### config.mk
export PLATFORM = sky130hd
export DESIGN_NAME = seg_driver_core
export DESIGN_NICKNAME = d
export VERILOG_FILES = /design/src/rtl/seg_pkg.sv /design/src/rtl/seg_cp_edge.sv /design/src/rtl/seg_shift_half.sv /design/src/rtl/seg_hold_latch.sv /design/src/rtl/seg_level_map.sv /design/src/rtl/seg_driver_core.sv
export SDC_FILE = /design/constraint.sdc
export NUM_CORES = 1
export LEC_CHECK = 0
export BUFFER_PORTS_ARGS = -buffer_cell sky130_fd_sc_hd__buf_2
export CORE_ASPECT_RATIO = 1.25
export CORE_MARGIN = 2
export CORE_UTILIZATION = 58
export DETAILED_ROUTE_END_ITERATION = 12
export PLACE_DENSITY = 0.85
export RECOVER_POWER = 50
export SETUP_SLACK_MARGIN = 0.1
export SLEW_MARGIN = 30
export SYNTH_ARGS = -nofsm -noshare
export SYNTH_HDL_FRONTEND = slang
export SYNTH_HIERARCHICAL = 1
export SYNTH_SLANG_ARGS = --single-unit
### constraint.sdc
create_clock -name clk -period 1.7 [get_ports clk]
set_input_delay 0.17 -clock clk [delete_from_list [all_inputs] [get_ports clk]]
set_output_delay 0.17 -clock clk [all_outputs]
set_load 0.005 [all_outputs]
### src/rtl/seg_pkg.sv
package seg_pkg;

  localparam int unsigned LVL_W = 2;

  typedef enum logic [LVL_W-1:0] {
    RAIL_V1 = 2'b00,
    RAIL_V2 = 2'b01,
    RAIL_V3 = 2'b10,
    RAIL_V4 = 2'b11
  } rail_e;

  // rail choice from the latched display bit and the frame-alternation bit
  function automatic rail_e pick_rail(input logic bit_v, input logic alt_v);
    rail_e r;
    if (alt_v) r = bit_v ? RAIL_V4 : RAIL_V3;
    else       r = bit_v ? RAIL_V1 : RAIL_V2;
    return r;
  endfunction

  // one shift step of a section: new bit enters at index 0
  function automatic logic [63:0] step_shift(input logic [63:0] cur,
                                             input logic ser);
    return {cur[62:0], ser};
  endfunction

endpackage

### src/rtl/seg_cp_edge.sv
module seg_cp_edge (
  input  logic clk,
  input  logic rst_n,
  input  logic cp_in,
  output logic shift_evt_o
);
  logic cp_q;

  always_ff @(posedge clk) begin
    if (!rst_n) cp_q <= 1'b0;
    else        cp_q <= cp_in;
  end

  // high at the previous sample, low now
  assign shift_evt_o = cp_q & ~cp_in;
endmodule

### src/rtl/seg_shift_half.sv
module seg_shift_half #(
  parameter int unsigned DEPTH = 20
) (
  input  logic             clk,
  input  logic             rst_n,
  input  logic             shift_en,
  input  logic             ser_in,
  output logic [DEPTH-1:0] stages_o,
  output logic             tap_o
);
  import seg_pkg::*;

  logic [DEPTH-1:0] stg_q;
  logic [63:0]      widened;
  logic [63:0]      stepped;

  always_comb begin
    widened = '0;
    widened[DEPTH-1:0] = stg_q;
    stepped = step_shift(widened, ser_in);
  end

  always_ff @(posedge clk) begin
    if (!rst_n)        stg_q <= '0;
    else if (shift_en) stg_q <= stepped[DEPTH-1:0];
  end

  assign stages_o = stg_q;
  assign tap_o    = stg_q[DEPTH-1];
endmodule

### src/rtl/seg_hold_latch.sv
module seg_hold_latch #(
  parameter int unsigned WIDTH = 40
) (
  input  logic             clk,
  input  logic             rst_n,
  input  logic             load_en,
  input  logic [WIDTH-1:0] d_i,
  output logic [WIDTH-1:0] q_o
);
  logic [WIDTH-1:0] q_r;

  always_ff @(posedge clk) begin
    if (!rst_n)       q_r <= '0;
    else if (load_en) q_r <= d_i;
  end

  assign q_o = q_r;
endmodule

### src/rtl/seg_level_map.sv
module seg_level_map #(
  parameter int unsigned NSEG = 40
) (
  input  logic [NSEG-1:0]                 bits_i,
  input  logic                            alt_i,
  output logic [seg_pkg::LVL_W*NSEG-1:0]  lvl_o
);
  import seg_pkg::*;

  for (genvar g = 0; g < NSEG; g++) begin : g_seg
    rail_e r;
    always_comb r = pick_rail(bits_i[g], alt_i);
    assign lvl_o[LVL_W*g +: LVL_W] = r;
  end
endmodule

### src/rtl/seg_driver_core.sv
module seg_driver_core #(
  parameter int unsigned HALF_W    = 20,
  parameter bit          CHAIN_INT = 1'b0
) (
  input  logic                      clk,
  input  logic                      rst_n,
  input  logic                      cp_in,
  input  logic                      load_in,
  input  logic                      df_in,
  input  logic                      di1_in,
  input  logic                      di21_in,
  output logic                      do20_out,
  output logic                      do40_out,
  output logic [4*HALF_W-1:0]       seg_lvl_out
);
  localparam int unsigned NSEG = 2 * HALF_W;

  logic            shift_evt;
  logic [HALF_W-1:0] lo_bits;
  logic [HALF_W-1:0] hi_bits;
  logic            lo_tap;
  logic            hi_tap;
  logic            hi_feed;
  logic [NSEG-1:0] shift_bits;
  logic [NSEG-1:0] latch_bits;

  seg_cp_edge u_edge (
    .clk        (clk),
    .rst_n      (rst_n),
    .cp_in      (cp_in),
    .shift_evt_o(shift_evt)
  );

  seg_shift_half #(.DEPTH(HALF_W)) u_lo (
    .clk     (clk),
    .rst_n   (rst_n),
    .shift_en(shift_evt),
    .ser_in  (di1_in),
    .stages_o(lo_bits),
    .tap_o   (lo_tap)
  );

  if (CHAIN_INT) begin : g_joined
    assign hi_feed = lo_tap;
  end else begin : g_split
    assign hi_feed = di21_in;
  end

  seg_shift_half #(.DEPTH(HALF_W)) u_hi (
    .clk     (clk),
    .rst_n   (rst_n),
    .shift_en(shift_evt),
    .ser_in  (hi_feed),
    .stages_o(hi_bits),
    .tap_o   (hi_tap)
  );

  assign shift_bits = {hi_bits, lo_bits};

  seg_hold_latch #(.WIDTH(NSEG)) u_latch (
    .clk    (clk),
    .rst_n  (rst_n),
    .load_en(load_in),
    .d_i    (shift_bits),
    .q_o    (latch_bits)
  );

  seg_level_map #(.NSEG(NSEG)) u_map (
    .bits_i(latch_bits),
    .alt_i (df_in),
    .lvl_o (seg_lvl_out)
  );

  assign do20_out = lo_tap;
  assign do40_out = hi_tap;
endmodule

==> results of run 1 <==
==> layer usage <==
metal / vias up / part of all wire, % / GRT usage (%)
met5: - / 0 / 0
met4: 0 / 2.1 / 8.93
met3: 7 / 5.9 / 4.26
met2: 76 / 48 / 27.5
met1: 989 / 44 / 18.1
li1: 1153 / - / -
==> through the flow <==
| stage | utilization (%) | std cells |
|---|---|---|
| finish | 63.4 | 477 |
| global route | 63.4 | 477 |
| CTS | 63.4 | 477 |
| detailed placement | 60.5 | 462 |
| global placement | 60.5 | 462 |
| floorplan | - | 347 |
==> critical path, cell delays in order (launching register included) <==
cell and delay [ns]:
dfxtp_1 0.31, and2b_2 0.16, buf_12 0.26, mux2i_1 0.23, nor2b_1 0.06
==> power breakdown <==
group	switching [mW]	internal (mW)
Clock	0.634	0.747
Combinational	0.155	0.177
Sequential	0.00239	1.90
==> sequential cells by signal, indices dropped and copies added (netlist names) <==
name / count
u_edge/cp_q: 1
u_latch/q_o: 40
u_lo/stages_o: 20
u_hi/stages_o: 20
==> cells in the mapped netlist <==
| cell type | n |
|---|---|
| buf_6 | 6 |
| and2b_2 | 1 |
| and2_2 | 1 |
| buf_4 | 42 |
| mux2i_1 | 80 |
| clkbuf_1 | 8 |
| buf_8 | 3 |
| dfxtp_1 | 81 |
| nor2b_1 | 80 |
| xnor2_1 | 37 |
| xnor2_2 | 3 |
| buf_12 | 5 |
==> worst max-delay path by stage <==
stage | endpoint | slack [ns] | cells past startpoint
2_1_floorplan | u_hi/stages_o[0] | 0.72 | 4
3_3_place_gp | u_edge/cp_q | 0.44 | 2
3_5_place_dp | u_edge/cp_q | 0.43 | 2
4_1_cts | seg_lvl_out[34] | 0.50 | 2
5_1_grt | u_lo/stages_o[6] | 0.44 | 4
6_report | u_hi/stages_o[6] | 0.52 | 4
==> area by class of cell <==
type                    count  area [um2]  area share, %
clock inverters             3        40.0          0.969
multi-input cells         202        1690           40.9
repair buffers             92         518           12.5
clock buffers              12         155           3.75
well taps                  87         109           2.63
flip-flops and latches     81        1620           39.2
==> logic make-up (layout without fill, tap and decap cells) <==
family / after synthesis / in the layout
xor+xnor: 40 / 40
buf+inv: 64 / 107
flops: 81 / 81
mux: 80 / 80
simple gates: 82 / 82
==> impl_metrics.yaml, run 1 <==
cells_and_area:
  drive_gt1_share_pct: 27.4
  fillCellCount: 576
  final_area_mm2: 0.00413
  syn2layout_area_growth_pct: 6.82
  nets: 393
  layout_commonest_cell: "buf_2"
  diodes: 0
  final_cell_mix: "buf_2, dfxtp_1, mux2i_1, nor2b_1, xnor2_1"
route:
  postRouteAntennaNets: 0
  wire_per_inst_um: 12.0
  viasPerCell: 4.66
  drc_errors: 0
  vias: 2225
  drt_iter0_drc: 105
  dr.pass1.iters: 4
  routed_wl_um: 5700
worst_setup_path:
  r2r_cells: 4
  setup.worst_path.start: "u_edge/cp_q"
  crit_required_ns: 1.93
  start_kind: "register"
  path_max_fanout: 40
  reg2reg_slack_ns: 0.52
  worst_setup_path_end_kind: "register"
  reg2reg_to: "u_hi/stages_o[6]"
  r2r_start: "u_edge/cp_q"
  arrival_ns: 1.41
  path_class: "reg -> reg"
synthesis:
  muxShareOfSynthArea_pct: 20.7
  yosys_warnings: 6
  synth-compound-area-share_pct: 0
  yosys.area_share.xor_xnor_pct: 9.63
  synth_top_family_by_area: "multiplexers"
  syn_nets: 354
  synth_cells: 347
  syn_area_mm2: 0.00387
  synth_cell_types: 12
  synth.top_cell.area_share_pct: 41.9
  synthAdderAreaFrac_pct: 0
  synth_area_leaders: "dfxtp_1, mux2i_1, nor2b_1"
  avgSynthCellArea_um2: 11.2
  synthSimpleGateAreaFrac_pct: 13.4
  synth_seq_cells: 81
  yosysTopAreaCell: "dfxtp_1"
  yosysSeqAreaShare_pct: 41.9
sta:
  period_needed_ns: 1.18
  finalHoldWorstSlack_ns: 0.0458
  tns_ns: 0
  hold_violations: 0
  rsz0062_at_grt: "false"
  slew-limit-headroom_pct: 27.6
  slew_violations: 0
  clock-skew-final_ns: 0.00540
  setup_ws_ns: 0.519
  worstMarginPinSlew_ns: 1.09
  min_period_over_period_pct: 69.5
  fmax_ghz: 0.847
  setup_viol: 0
clock_network:
  htree_levels: 3
  hold_buffers: 0
  ctsRootBufferMaster: "clkbuf_8"
  cts_resized: 0
  cts_buffer_depth: 2
  numCtsBuffers: 9
  cts_tree: "built"
  cts_setup_buffers: 0
  clock_sinks: 81
  cts.clk_slew.worst_paths_ns: 0.07
  clk_latency_ns: 0.34
grt:
  grt_pass1_vias: 2004
  gr-usage-all-layers_pct: 16.0
  grt_max_degree: 82
  antenna_found_initial: 0
  grt_pass1_wl_um: 9220
  overflow: 0
floorplanning:
  core_area_mm2: 0.00652
  die_h_um: 95.3
  die_area_mm2: 0.00735
  fp.dieW_um: 77.1
  num_rows: 33
  ios: 89
  initial_core_util_pct: 59.3
hold_path:
  hold_path_startpoint: "cp_in"
  holdPathStages: 2
  holdPathEnd: "u_edge/cp_q"
  hold_class: "in -> reg"
power_and_ir_drop:
  p_total_mw: 3.61
  ir_worst_vdd_mv: 0.585
  leakagePower_nw: 1.60
  power_density_mw_per_mm2: 874
placement:
  place.gp.congestion: 0.709
  preCtsSetupSlack_ns: 0.431
  place_area_mm2: 0.00394
  io_buffers: 88
  dp_hpwl_um: 3590
outcome:
  outcome: "finished, final reports clean"
job:
  maxCapViolations: 0
Note: power is estimated with default switching activity, not from simulation.
==> run 2: changes to the inputs <==
Settings changed: CORE_UTILIZATION 58 to 54, PLACE_DENSITY 0.85 to 0.8.
Clock period 1.7 ns to 1.2 ns, I/O delays scaled along.
==> run 2 against run 1 <==
Die area grew 7.1%; critical path depth unchanged; count of clock-buffer cells in the layout shrank 1; first-iteration DRC count shrank 18%; design area increased by 6.6%; largest cell class unchanged; highest routed layer unchanged; global-route usage shrank 0.93 points.
==> impl_metrics.yaml, run 2 (synthesized netlist as in run 1, its figures left out) <==
sta:
  setup_viol: 0
  min_period_over_period_pct: 97.5
  tns_ns: 0
  worstMarginPinSlew_ns: 0.427
  clock-skew-final_ns: 0.00482
  setup_ws_ns: 0.0301
  slew_violations: 0
  rsz0062_at_grt: "true"
  fmax_ghz: 0.855
  slew-limit-headroom_pct: 71.5
  hold_violations: 0
  period_needed_ns: 1.17
hold_path:
  hold_class: "in -> reg"
  hold_path_startpoint: "di21_in"
worst_setup_path:
  crit_end: "u_lo/stages_o[1]"
  path_max_fanout: 14
  reg2reg_slack_ns: 0.03
  crit_required_ns: 1.44
  cp_cell_sequence: "and2b_4 -> clkbuf_16 -> mux2i_1 -> nor2b_1"
  arrival_ns: 1.41
  r2r_cells: 4
  worst_setup_path_end_kind: "register"
  setup.worst_path.start: "u_edge/cp_q"
  r2r_start: "u_edge/cp_q"
  critPathMaxStageDelay_ns: 0.32
  reg2reg_to: "u_lo/stages_o[1]"
  cpMaxStageDelayCell: "dfxtp_2"
  start_kind: "register"
  path_class: "reg -> reg"
cells_and_area:
  final_area_mm2: 0.00441
  multi_input_area_mm2: 0.00179
  layout_commonest_cell: "buf_2"
  nets: 399
  syn2layout_area_growth_pct: 13.9
  largest_register_ffs: 40
  seqCellArea_mm2: 0.00167
  diodes: 0
  final_cell_mix: "buf_2, nor2b_1, mux2i_1"
  drive_gt1_share_pct: 41.6
  fillCellCount: 566
grt:
  grt_pass1_vias: 2035
  gr-usage-all-layers_pct: 15.1
  overflow: 0
  grt_max_degree: 56
  antenna_found_initial: 0
  grt_pass1_wl_um: 9450
route:
  routed_wl_um: 6230
  postRouteAntennaNets: 0
  drt_iter0_drc: 86
  dr.pass1.iters: 4
  drc_errors: 0
  wire_per_inst_um: 12.8
  viasPerCell: 4.72
  vias: 2298
clock_network:
  ctsRootBufferMaster: "clkbuf_8"
  numCtsBuffers: 9
  cts_buffer_depth: 2
  cts_tree: "built"
  htree_levels: 3
  cts.clk_slew.worst_paths_ns: 0.08
  clock_sinks: 81
  clk_latency_ns: 0.35
power_and_ir_drop:
  power_density_mw_per_mm2: 1230
  leakagePower_nw: 1.73
  ir_worst_vdd_mv: 0.887
placement:
  place_area_mm2: 0.00398
  io_buffers: 88
  dp_hpwl_um: 3820
  place.gp.congestion: 0.735
  preCtsSetupSlack_ns: 0.0793
floorplanning:
  num_rows: 34
  fp.dieW_um: 79.7
  initial_core_util_pct: 55.8
  die_h_um: 98.7
  core_area_mm2: 0.00693
  ios: 89
  die_area_mm2: 0.00786
outcome:
  outcome: "finished, final reports clean"
job:
  maxCapViolations: 0
[run 2: cell count changes in the layout (fill, tap and decap cells not counted), moves of 2 or more]
| cell | before | now |
|---|---|---|
| dfxtp_1 | 81 | 42 |
| dfxtp_2 | 0 | 39 |
| xnor2_1 | 37 | 25 |
| xnor2_2 | 3 | 15 |
| clkbuf_16 | 0 | 2 |
[run 2: final cells by class]
type / instances / share of cell area, %
well taps: 90 / 2.56
repair buffers: 98 / 13.8
flip-flops and latches: 81 / 37.9
multi-input cells: 202 / 40.5
clock inverters: 5 / 1.76
clock buffers: 11 / 3.44
[run 2: through the flow]
stage | hold WS [ns] | util, % | instances | total power [mW]
2_1_floorplan | 0.256 | - | 347 | 3.19
3_3_place_gp | 0.352 | 57.4 | 468 | 3.24
3_5_place_dp | 0.355 | 57.4 | 468 | 3.25
4_1_cts | 0.0286 | 61.4 | 485 | 5.47
5_1_grt | 0.0615 | 63.6 | 487 | 5.65
6_report | 0.0462 | 63.6 | 487 | 5.43
[run 2: worst min-delay path by stage]
stage                       endpoint  slack, ns  cells past startpoint
floorplan                u_edge/cp_q       0.26                      1
global route        u_hi/stages_o[0]       0.06                      3
global placement         u_edge/cp_q       0.35                      2
CTS                 u_hi/stages_o[0]       0.03                      3
finish              u_hi/stages_o[0]       0.05                      3
detailed placement       u_edge/cp_q       0.35                      2
[run 2: layer usage]
metal	part of all wire, %	global-route usage, %	vias to the layer above
met5	0	0	-
met4	1.1	5.57	0
met3	5.3	4.67	6
met2	49	23.9	63
met1	45	19.2	1065
li1	-	-	1164
[run 2: worst max-delay path, delay by kind of cell (launching register included)]
family                 cells  cell delay [ns]
flip-flops                 1             0.32
AND/OR/NAND/NOR            2             0.30
buffers and inverters      1             0.22
multiplexers               1             0.22
[run 2: power by group]
group          leakage (nW)  switching, mW  internal, mW
clock                 0.115          0.945          1.28
sequential            0.672        0.00346          2.69
combinational         0.937          0.237         0.281
[run 2: repair_timing]
action / in CTS / in global routing
endpoints found under the setup margin: 12 / 76
hold endpoints to repair: 1 / 0
resized for setup: 12 / 44
hold buffers: 1 / 0
setup buffers: 0 / 0
cloned: 0 / 2
pin swaps: 1 / 1
==> run 3: changes to the inputs <==
Settings changed: CORE_ASPECT_RATIO 1.25 to default.
==> run 3 against run 2 <==
Register-to-register slack better by 0.05 ns; count of clock-buffer cells in the layout unchanged; non-clock buffer count up 1; sequential power about the same; sequential share of layout area up 0.71 points; via count down 2.7%; global-route usage up 0.47 points; total power down 7.4%; clock skew up 0.0027 ns.
==> impl_metrics.yaml, run 3 (synthesized netlist as in run 1, its figures left out) <==
worst_setup_path:
  cp_cell_sequence: "and2b_2 -> buf_12 -> mux2i_1 -> nor2b_1"
  crit_buf_inv: 1
  critPathMaxStageDelay_ns: 0.31
  worst_setup_path_end_kind: "register"
  start_kind: "register"
  path_class: "reg -> reg"
  cpMaxStageDelayCell: "dfxtp_1"
  arrival_ns: 1.35
  crit_required_ns: 1.43
  path_max_fanout: 17
  cp_top_family: "flip-flops"
cells_and_area:
  postLayoutCoreUtil_pct: 62.3
  fillCellCount: 576
  diodes: 0
  layout_commonest_cell: "buf_2"
  largest_register_ffs: 40
  drive_gt1_share_pct: 36.0
  final_cell_mix: "buf_2, mux2i_1, nor2b_1"
  nets: 400
  syn2layout_area_growth_pct: 10.6
  final_area_mm2: 0.00428
route:
  routed_wl_um: 6030
  viasPerCell: 4.53
  postRouteAntennaNets: 0
  wire_per_inst_um: 12.2
  dr.pass1.iters: 4
  drt_iter0_drc: 113
  vias: 2235
  drc_errors: 0
power_and_ir_drop:
  p_total_mw: 5.03
  comb_power_share_pct: 9.9
  leakagePower_nw: 1.67
  power_density_mw_per_mm2: 1180
  p_switching_mw: 1.13
  switching_share_pct: 22.5
  internal-power_mw: 3.90
  ir_worst_vdd_mv: 0.764
  seq_power_share_pct: 53.5
  pwr-share-clk_pct: 36.6
floorplanning:
  initial_core_util_pct: 56.3
  num_rows: 30
  core_area_mm2: 0.00687
  ios: 89
  fp.dieW_um: 88.7
  die_area_mm2: 0.00786
  die_h_um: 88.7
sta:
  worstMarginPinSlew_ns: 0.486
  slew_violations: 0
  setup_ws_ns: 0.0778
  fmax_ghz: 0.891
  setup_viol: 0
  min_period_over_period_pct: 93.5
  rsz0062_at_grt: "true"
  slew-limit-headroom_pct: 67.6
  hold_violations: 0
  clock-skew-final_ns: 0.00749
  period_needed_ns: 1.12
  tns_ns: 0
placement:
  place.gp.congestion: 0.686
  io_buffers: 88
  place_area_mm2: 0.00402
  preCtsSetupSlack_ns: 0.0906
  dp_hpwl_um: 3920
grt:
  grt_pass1_vias: 1976
  antenna_found_initial: 0
  gr-usage-all-layers_pct: 15.5
  overflow: 0
  grt_pass1_wl_um: 9470
  grt_max_degree: 51
clock_network:
  cts_tree: "built"
  ctsRootBufferMaster: "clkbuf_8"
  cts_buffer_depth: 2
  clk_latency_ns: 0.33
  clock_sinks: 81
  cts.clk_slew.worst_paths_ns: 0.08
  numCtsBuffers: 9
  htree_levels: 3
outcome:
  outcome: "finished, final reports clean"
hold_path:
  hold_class: "in -> reg"
job:
  maxCapViolations: 0
==> run 3: cell count changes in the layout (fill, tap and decap cells not counted), sizes merged <==
cell	delta
bufinv	-1
buf	+6
clkbuf	-5
clkinvlp	-1
clkinv	+1
==> run 3: tightest hold or removal path, delay by kind of cell <==
family | cells | cell delay, ns
buf+inv | 1 | 0.08
mux | 1 | 0.06
simple gates | 1 | 0.10
==> run 3: area by class of cell <==
type | count | area [um2] | share of cell area, %
multi-input cells | 202 | 1730 | 40.4
flip-flops and latches | 81 | 1650 | 38.6
repair buffers | 99 | 603 | 14.1
clock buffers | 11 | 131 | 3.07
well taps | 96 | 120 | 2.81
clock inverters | 4 | 45.0 | 1.05
==> run 3: per-stage QoR <==
stage / instances / hold slack, ns
finish: 493 / 0.0521
global route: 493 / 0.0539
CTS: 492 / 0.0413
detailed placement: 475 / 0.358
global placement: 475 / 0.351
floorplan: 347 / 0.256
==> run 3: timing repair <==
| item | in CTS | in global routing |
|---|---|---|
| gates cloned | 0 | 0 |
| gates resized for setup | 4 | 29 |
| pin swaps | 0 | 0 |
| setup buffers | 1 | 1 |
| endpoints found under the setup margin | 5 | 60 |
| hold buffers | 1 | 0 |
| hold endpoints to repair | 1 | 0 |
==> run 3: final timing paths <==
| path | start | end | slack (ns) | cells after the start |
|---|---|---|---|---|
| worst max-delay path | u_edge/cp_q | u_hi/stages_o[1] | 0.08 | 4 |
| worst min-delay path | di1_in | u_lo/stages_o[0] | 0.05 | 3 |
| worst max register to register | u_edge/cp_q | u_hi/stages_o[1] | 0.08 | 4 |
| worst min register to register | u_latch/q_o[22] | u_latch/q_o[22] | 0.52 | 2 |
==> run 3: power by group through the flow <==
stage          logic [mW]  registers (mW)  clock network (mW)
2_1_floorplan       0.435            2.76                   0
3_3_place_gp        0.494            2.76                   0
3_5_place_dp        0.501            2.76                   0
4_1_cts             0.507            2.69                1.89
5_1_grt             0.539            2.69                2.00
6_report            0.500            2.69                1.84
==> run 3: metal layers <==
layer,GRT usage (%),up-vias,routed length (um)
li1,-,1161,-
met1,20.5,1029,2830
met2,24.2,39,2920
met3,2.80,6,180
met4,8.26,0,87
met5,0,-,0
